--- config.mk ---
export PLATFORM = sky130hd
export DESIGN_NAME = byte_lane_ctrl
export DESIGN_NICKNAME = d
export VERILOG_FILES = /design/src/rtl/blc_pkg.sv /design/src/rtl/blc_ctrl.sv /design/src/rtl/blc_dpath.sv /design/src/rtl/byte_lane_ctrl.sv
export SDC_FILE = /design/constraint.sdc
export NUM_CORES = 1
export LEC_CHECK = 0
export ABC_AREA = 1
export ABC_CLOCK_PERIOD_IN_PS = 1800
export BUFFER_PORTS_ARGS = -buffer_cell sky130_fd_sc_hd__buf_4
export CAP_MARGIN = 0
export CELL_PAD_IN_SITES_DETAIL_PLACEMENT = 1
export CELL_PAD_IN_SITES_GLOBAL_PLACEMENT = 2
export CORE_MARGIN = 3
export CORE_UTILIZATION = 26
export CTS_CLUSTER_DIAMETER = 30
export DETAILED_ROUTE_END_ITERATION = 8
export PLACE_DENSITY_LB_ADDON = 0.1
export RECOVER_POWER = 50
export REMOVE_ABC_BUFFERS = 1
export SETUP_SLACK_MARGIN = 0.2
export SLEW_MARGIN = 20
export SYNTH_ARGS = -nofsm -noshare
export SYNTH_HDL_FRONTEND = slang
export SYNTH_SLANG_ARGS = --single-unit
--- constraint.sdc ---
create_clock -name clk -period 1.8 [get_ports clk]
set_input_delay 0.09 -clock clk [delete_from_list [all_inputs] [get_ports clk]]
set_output_delay 0.09 -clock clk [all_outputs]
set_load 0.005 [all_outputs]
--- src/rtl/blc_pkg.sv ---
package blc_pkg;
  typedef enum logic [1:0] {
    ST_IDLE   = 2'd0,
    ST_FIRST  = 2'd1,
    ST_SECOND = 2'd2
  } blcState_t;

  // strobes from control to datapath
  typedef struct packed {
    logic load;     // latch a new request
    logic active;   // a bus cycle is in progress
    logic second;   // second half of a split word
    logic capture;  // current cycle completes this clock
  } blcCtrl_t;
endpackage

--- src/rtl/blc_ctrl.sv ---
module blc_ctrl
  import blc_pkg::*;
(
  input  logic     clk,
  input  logic     rst_n,
  input  logic     reqValid,
  input  logic     cycDone,
  input  logic     needTwo,
  output blcCtrl_t ctrl,
  output logic     reqReady,
  output logic     cycValid,
  output logic     done
);
  blcState_t state, stateNext;
  logic      lastCycle;

  always_comb begin
    ctrl.load    = (state == ST_IDLE) && reqValid;
    ctrl.active  = (state != ST_IDLE);
    ctrl.second  = (state == ST_SECOND);
    ctrl.capture = ctrl.active && cycDone;
    lastCycle    = ctrl.second || !needTwo;
    stateNext    = state;
    unique case (state)
      ST_IDLE:   if (reqValid) stateNext = ST_FIRST;
      ST_FIRST:  if (cycDone)  stateNext = needTwo ? ST_SECOND : ST_IDLE;
      ST_SECOND: if (cycDone)  stateNext = ST_IDLE;
      default:   stateNext = ST_IDLE;
    endcase
  end

  always_ff @(posedge clk or negedge rst_n) begin
    if (!rst_n) begin
      state <= ST_IDLE;
      done  <= 1'b0;
    end else begin
      state <= stateNext;
      done  <= ctrl.capture && lastCycle;
    end
  end

  assign reqReady = (state == ST_IDLE);
  assign cycValid = ctrl.active;

  // done only follows a completed bus cycle
  assert_done_after_cycle_R9: assert property (@(posedge clk) disable iff (!rst_n)
    done |-> $past(cycDone));
  // second half only entered when the datapath reported a split
  assert_split_entry_R5: assert property (@(posedge clk) disable iff (!rst_n)
    (ctrl.second && !$past(ctrl.second)) |-> $past(needTwo));
  // a cycle never starts without a request
  assert_start_needs_req_R8: assert property (@(posedge clk) disable iff (!rst_n)
    $rose(cycValid) |-> $past(reqValid));
endmodule

--- src/rtl/blc_dpath.sv ---
module blc_dpath
  import blc_pkg::*;
#(
  parameter int ADDR_W = 20,
  parameter int LANE_W = 8
) (
  input  logic                clk,
  input  logic                rst_n,
  input  blcCtrl_t            ctrl,
  input  logic                reqWrite,
  input  logic                reqWord,
  input  logic [ADDR_W-1:0]   reqAddr,
  input  logic [2*LANE_W-1:0] reqWdata,
  input  logic [2*LANE_W-1:0] busRdata,
  input  logic                rdCmd_n,
  input  logic                wrCmd_n,
  output logic                needTwo,
  output logic                busWrite,
  output logic [ADDR_W-1:0]   busAddr,
  output logic                bankHiEn_n,
  output logic [2*LANE_W-1:0] busWdata,
  output logic [2*LANE_W-1:0] rdata,
  output logic                rdLo_n,
  output logic                rdHi_n,
  output logic                wrLo_n,
  output logic                wrHi_n
);
  localparam int BUS_W = 2 * LANE_W;
  localparam logic [LANE_W-1:0] LANE_ZERO = '0;
  localparam logic [ADDR_W-1:0] ADDR_ONE  = 1;

  logic [ADDR_W-1:0] addrQ;
  logic [BUS_W-1:0]  wdQ, rdQ;
  logic              isWord, isWrite, isOdd, a0, idle;
  logic [LANE_W-1:0] wdLow, wdHigh, rdLane0, rdLane1;

  assign wdLow   = wdQ[LANE_W-1:0];
  assign wdHigh  = wdQ[BUS_W-1:LANE_W];
  assign rdLane0 = busRdata[LANE_W-1:0];
  assign rdLane1 = busRdata[BUS_W-1:LANE_W];
  assign isOdd   = addrQ[0];
  assign needTwo = isWord && isOdd;
  assign busWrite = isWrite;

  always_ff @(posedge clk or negedge rst_n) begin
    if (!rst_n) begin
      addrQ   <= '0;
      wdQ     <= '0;
      isWord  <= 1'b0;
      isWrite <= 1'b0;
    end else if (ctrl.load) begin
      addrQ   <= reqAddr;
      wdQ     <= reqWdata;
      isWord  <= reqWord;
      isWrite <= reqWrite;
    end
  end

  // address, bank enable and write lane steering
  always_comb begin
    busAddr    = addrQ;
    bankHiEn_n = 1'b1;
    busWdata   = '0;
    if (ctrl.active) begin
      if (ctrl.second) begin
        busAddr    = addrQ + ADDR_ONE;
        bankHiEn_n = 1'b1;
        busWdata   = {LANE_ZERO, wdHigh};
      end else begin
        bankHiEn_n = !(isWord || isOdd);
        if (isOdd)       busWdata = {wdLow, LANE_ZERO};
        else if (isWord) busWdata = wdQ;
        else             busWdata = {LANE_ZERO, wdLow};
      end
    end
  end

  // read reassembly
  always_ff @(posedge clk or negedge rst_n) begin
    if (!rst_n) begin
      rdQ <= '0;
    end else if (ctrl.capture && !isWrite) begin
      if (ctrl.second)      rdQ[BUS_W-1:LANE_W] <= rdLane0;
      else if (isOdd)       rdQ <= {LANE_ZERO, rdLane1};
      else if (isWord)      rdQ <= busRdata;
      else                  rdQ <= {LANE_ZERO, rdLane0};
    end
  end
  assign rdata = rdQ;

  // per-bank strobes
  assign a0     = busAddr[0];
  assign idle   = !ctrl.active;
  assign rdLo_n = rdCmd_n | a0 | idle;
  assign rdHi_n = rdCmd_n | bankHiEn_n | idle;
  assign wrLo_n = wrCmd_n | a0 | idle;
  assign wrHi_n = wrCmd_n | bankHiEn_n | idle;

  assert_bank_selected_R4: assert property (@(posedge clk) disable iff (!rst_n)
    ctrl.active |-> !(a0 && bankHiEn_n));
  assert_second_low_lane_R5: assert property (@(posedge clk) disable iff (!rst_n)
    (ctrl.active && ctrl.second) |-> (!a0 && bankHiEn_n));
  assert_idle_quiet_R7: assert property (@(posedge clk) disable iff (!rst_n)
    !ctrl.active |-> (rdLo_n && rdHi_n && wrLo_n && wrHi_n));
  assert_hold_during_wait_R12: assert property (@(posedge clk) disable iff (!rst_n)
    (ctrl.active && $past(ctrl.active) && (ctrl.second == $past(ctrl.second)))
      |-> ($stable(busAddr) && $stable(bankHiEn_n) && $stable(busWdata)));
endmodule

--- src/rtl/byte_lane_ctrl.sv ---
module byte_lane_ctrl
  import blc_pkg::*;
#(
  parameter int ADDR_W = 20,
  parameter int LANE_W = 8
) (
  input  logic                clk,
  input  logic                rst_n,
  input  logic                reqValid,
  input  logic                reqWrite,
  input  logic                reqWord,
  input  logic [ADDR_W-1:0]   reqAddr,
  input  logic [2*LANE_W-1:0] reqWdata,
  output logic                reqReady,
  output logic                done,
  output logic [2*LANE_W-1:0] rdata,
  output logic                cycValid,
  output logic                busWrite,
  output logic [ADDR_W-1:0]   busAddr,
  output logic                bankHiEn_n,
  output logic [2*LANE_W-1:0] busWdata,
  input  logic [2*LANE_W-1:0] busRdata,
  input  logic                cycDone,
  input  logic                rdCmd_n,
  input  logic                wrCmd_n,
  output logic                rdLo_n,
  output logic                rdHi_n,
  output logic                wrLo_n,
  output logic                wrHi_n
);
  blcCtrl_t ctrl;
  logic     needTwo;

  blc_ctrl u_ctrl (
    .clk(clk), .rst_n(rst_n), .reqValid(reqValid), .cycDone(cycDone),
    .needTwo(needTwo), .ctrl(ctrl), .reqReady(reqReady),
    .cycValid(cycValid), .done(done)
  );

  blc_dpath #(.ADDR_W(ADDR_W), .LANE_W(LANE_W)) u_dpath (
    .clk(clk), .rst_n(rst_n), .ctrl(ctrl), .reqWrite(reqWrite),
    .reqWord(reqWord), .reqAddr(reqAddr), .reqWdata(reqWdata),
    .busRdata(busRdata), .rdCmd_n(rdCmd_n), .wrCmd_n(wrCmd_n),
    .needTwo(needTwo), .busWrite(busWrite), .busAddr(busAddr),
    .bankHiEn_n(bankHiEn_n), .busWdata(busWdata), .rdata(rdata),
    .rdLo_n(rdLo_n), .rdHi_n(rdHi_n), .wrLo_n(wrLo_n), .wrHi_n(wrHi_n)
  );
endmodule

==> out/qor.yml <==
status: "finished, violations left"
violations: "negative setup slack"
mostFrequentLayoutCell: "nand2_1"
fin_area_sq_um: 5650
wl_per_cell_um: 15.3
dieArea_sq_um: 13400
root_buffer: "clkbuf_16"
slew_viol_final: 0
final_layout_size_suffix_gt1_frac: 0.411
drt_pre_antenna_iters: 4
place_hpwl_mm: 7.74
timing_hold_violations_final: 0
nets: 674
die_x_um: 116
post_dp_cell_area_sq_um: 4230
clk_pin_slew_ps: 60
syn_inst: 413
finalWorstPathRequiredPeriod_ps: 1830
num_rows: 39
critPathCaptureType: "output pin"
clockBufferDepth: 2
p_leak_nw: 2.84
dieHeight_um: 116
cts_tree: "built"
synth_edf_count: 0
grt_use_total: 0.178
io_buffers: 120
setup_viol: 6
vias: 3483
finalSetupTns_ps: -91.3
yosysUniqueCellTypes: 34
ir_drop_v: 0.000578
grt_pass1_wl_mm: 18.7
syn_area_sq_um: 3140
fmax_mhz: 548
routabilityCongestion: 0.724
r2r_start: "u_ctrl.state[0]$_DFFE_PN0P_"
syn_avg_cell_area_sq_um: 7.60
drt-initial-drc-count: 118
drv_cap: 0
area_delta_synth_final_pct: 79.9
synth_ff_type: "dfrtp_1"
clock-sinks: 57
critPathLaunchType: "flip-flop"
boundaryPins: 121
min_path_type: "in2reg"
grt_start_max_net_pins: 58
rsz0062_at_grt: "true"
relSlewSlack: 0.118
wirelength_mm: 11.7
holdPathStages: 3
yosysTopAreaCell: "dfrtp_1"
utilization: 0.487
async_reset_ff_frac: 1.00
synth_top_area_frac: 0.454
antenna_found_initial: 0
drc: 0
cts-htree-levels: 3
synth_area_leaders: "dfrtp_1 45%, nand2_1 21%, o21ai_0 6.1%"
worst_slack_ps: -26.2
fin_crit_sh: 1.01
initial_core_util: 0.270
r2r_cells: 7
min-delay-start: "reqAddr[14]"
crit_fanout: 5
worst_pin_slew_ps: 1320
final_cell_mix: "166 x nand2_1, 124 x buf_4, 53 x dfrtp_1"
crit_arrival_ps: 1740
numCtsBuffers: 9
grt_pass1_vias: 3676
fin_worst_skew_ps: 10.5
yosysWarnings: 0
overflow: 0
antenna_left: 0
core_sq_um: 11600
power_density_nw_per_um2: 1410
cp-startpoint: "u_dpath.addrQ[1]$_DFFE_PN0P_"
path_class: "reg2out"
yosys_register_bits: 57
viasPerCell: 4.58
antenna_cells: 0
clk_latency_ps: 330
ys_seq_area_frac: 0.454
crit_required_ps: 1710
[worst paths after layout]
| kind | end | slack (ps) |
|---|---|---|
| setup / recovery | busAddr[13] | -30 |
| hold / removal | u_dpath.addrQ[14]$_DFFE_PN0P_ | 9 |
| setup reg to reg | u_ctrl.state[1]$_DFFE_PN0P_ | 200 |
| hold reg to reg | u_ctrl.done$_DFF_PN0_ | 470 |
| max in group asynchronous | u_ctrl.state[1]$_DFFE_PN0P_ | 290 |
| min in group asynchronous | u_dpath.rdata[14]$_DFFE_PN0N_ | 610 |
[registers in the layout (all words and copies together) (netlist names)]
signal / flops
u_dpath.isWord: 1
u_dpath.addrQ: 20
u_dpath.busWrite: 1
u_ctrl.state: 2
u_dpath.wdQ: 16
u_ctrl.done: 1
u_dpath.rdata: 16
[area by class of cell]
class,count,area (sq um)
fillers,1365,5960
multi-input cells,310,1840
clock buffers,11,233
well taps,143,179
flip-flops and latches,57,1430
inverters,31,141
repair buffers,204,1750
clock inverters,5,80.1
[worst max-delay path: stages (launching register included)]
cell,delay [ps]
dfrtp_1,360
buf_4,140
nand2_2,70
nor2_4,170
nand2_4,110
nor2_8,200
nand2_4,70
xnor2_2,160
buf_4,130
[metrics by stage]
step	hold slack, ps	setup WS (ps)	total power [mW]	cells
after floorplan	-206	34.5	3.60	397
after global placement	219	259	5.20	673
after detailed placement	224	185	5.23	673
after CTS	4.49	-23.1	7.72	752
after global routing	11.2	-127	8.58	761
final	9.31	-26.2	7.97	761
[kinds of logic (layout without fill, tap and decap cells)]
logic type,Yosys count,after routing,share of synthesized area
AO/OA/AOI/OAI,67,67,0.125
XOR/XNOR,11,11,0.0307
adder cells (fa/ha/maj),1,1,0.00398
buffers and inverters,47,251,0.0733
flip-flops,57,57,0.454
AND/OR/NAND/NOR,230,231,0.313
[layer usage]
metal | GRT usage | part of all wire | up-vias
met5 | 0 | 0 | -
met4 | 0.0464 | 0.011 | 0
met2 | 0.308 | 0.50 | 78
met3 | 0.0376 | 0.044 | 9
met1 | 0.225 | 0.45 | 1662
li1 | - | - | 1734
[power breakdown]
part	internal (mW)	switching [mW]	total, mW	leakage [nW]
registers	1.82	0.496	2.31	0.711
logic	1.91	1.92	3.83	1.98
clock network	1.21	0.623	1.83	0.146
total	4.94	3.04	7.97	2.84
[cell usage after synthesis (4+ instances only)]
| library cell | instances |
|---|---|
| a21oi_1 | 8 |
| a22oi_1 | 7 |
| buf_2 | 7 |
| buf_4 | 4 |
| dfrtp_1 | 57 |
| inv_1 | 26 |
| nand2_1 | 173 |
| nand3_1 | 14 |
| nor2_1 | 22 |
| nor3_1 | 7 |
| o21ai_0 | 38 |
| o22ai_1 | 4 |
| o32ai_1 | 4 |
| xnor2_1 | 6 |
| xor2_1 | 5 |
[timing repair]
action                                 4_1_cts  5_1_grt
hold buffers                                39        0
buffers inserted                            23        9
endpoints found under the hold margin       96        0
cloned                                       1        0
setup endpoints to repair                   37       45
resized for setup                           63       47
pin swaps                                   13       24
Power figures use the tool's default switching activity.
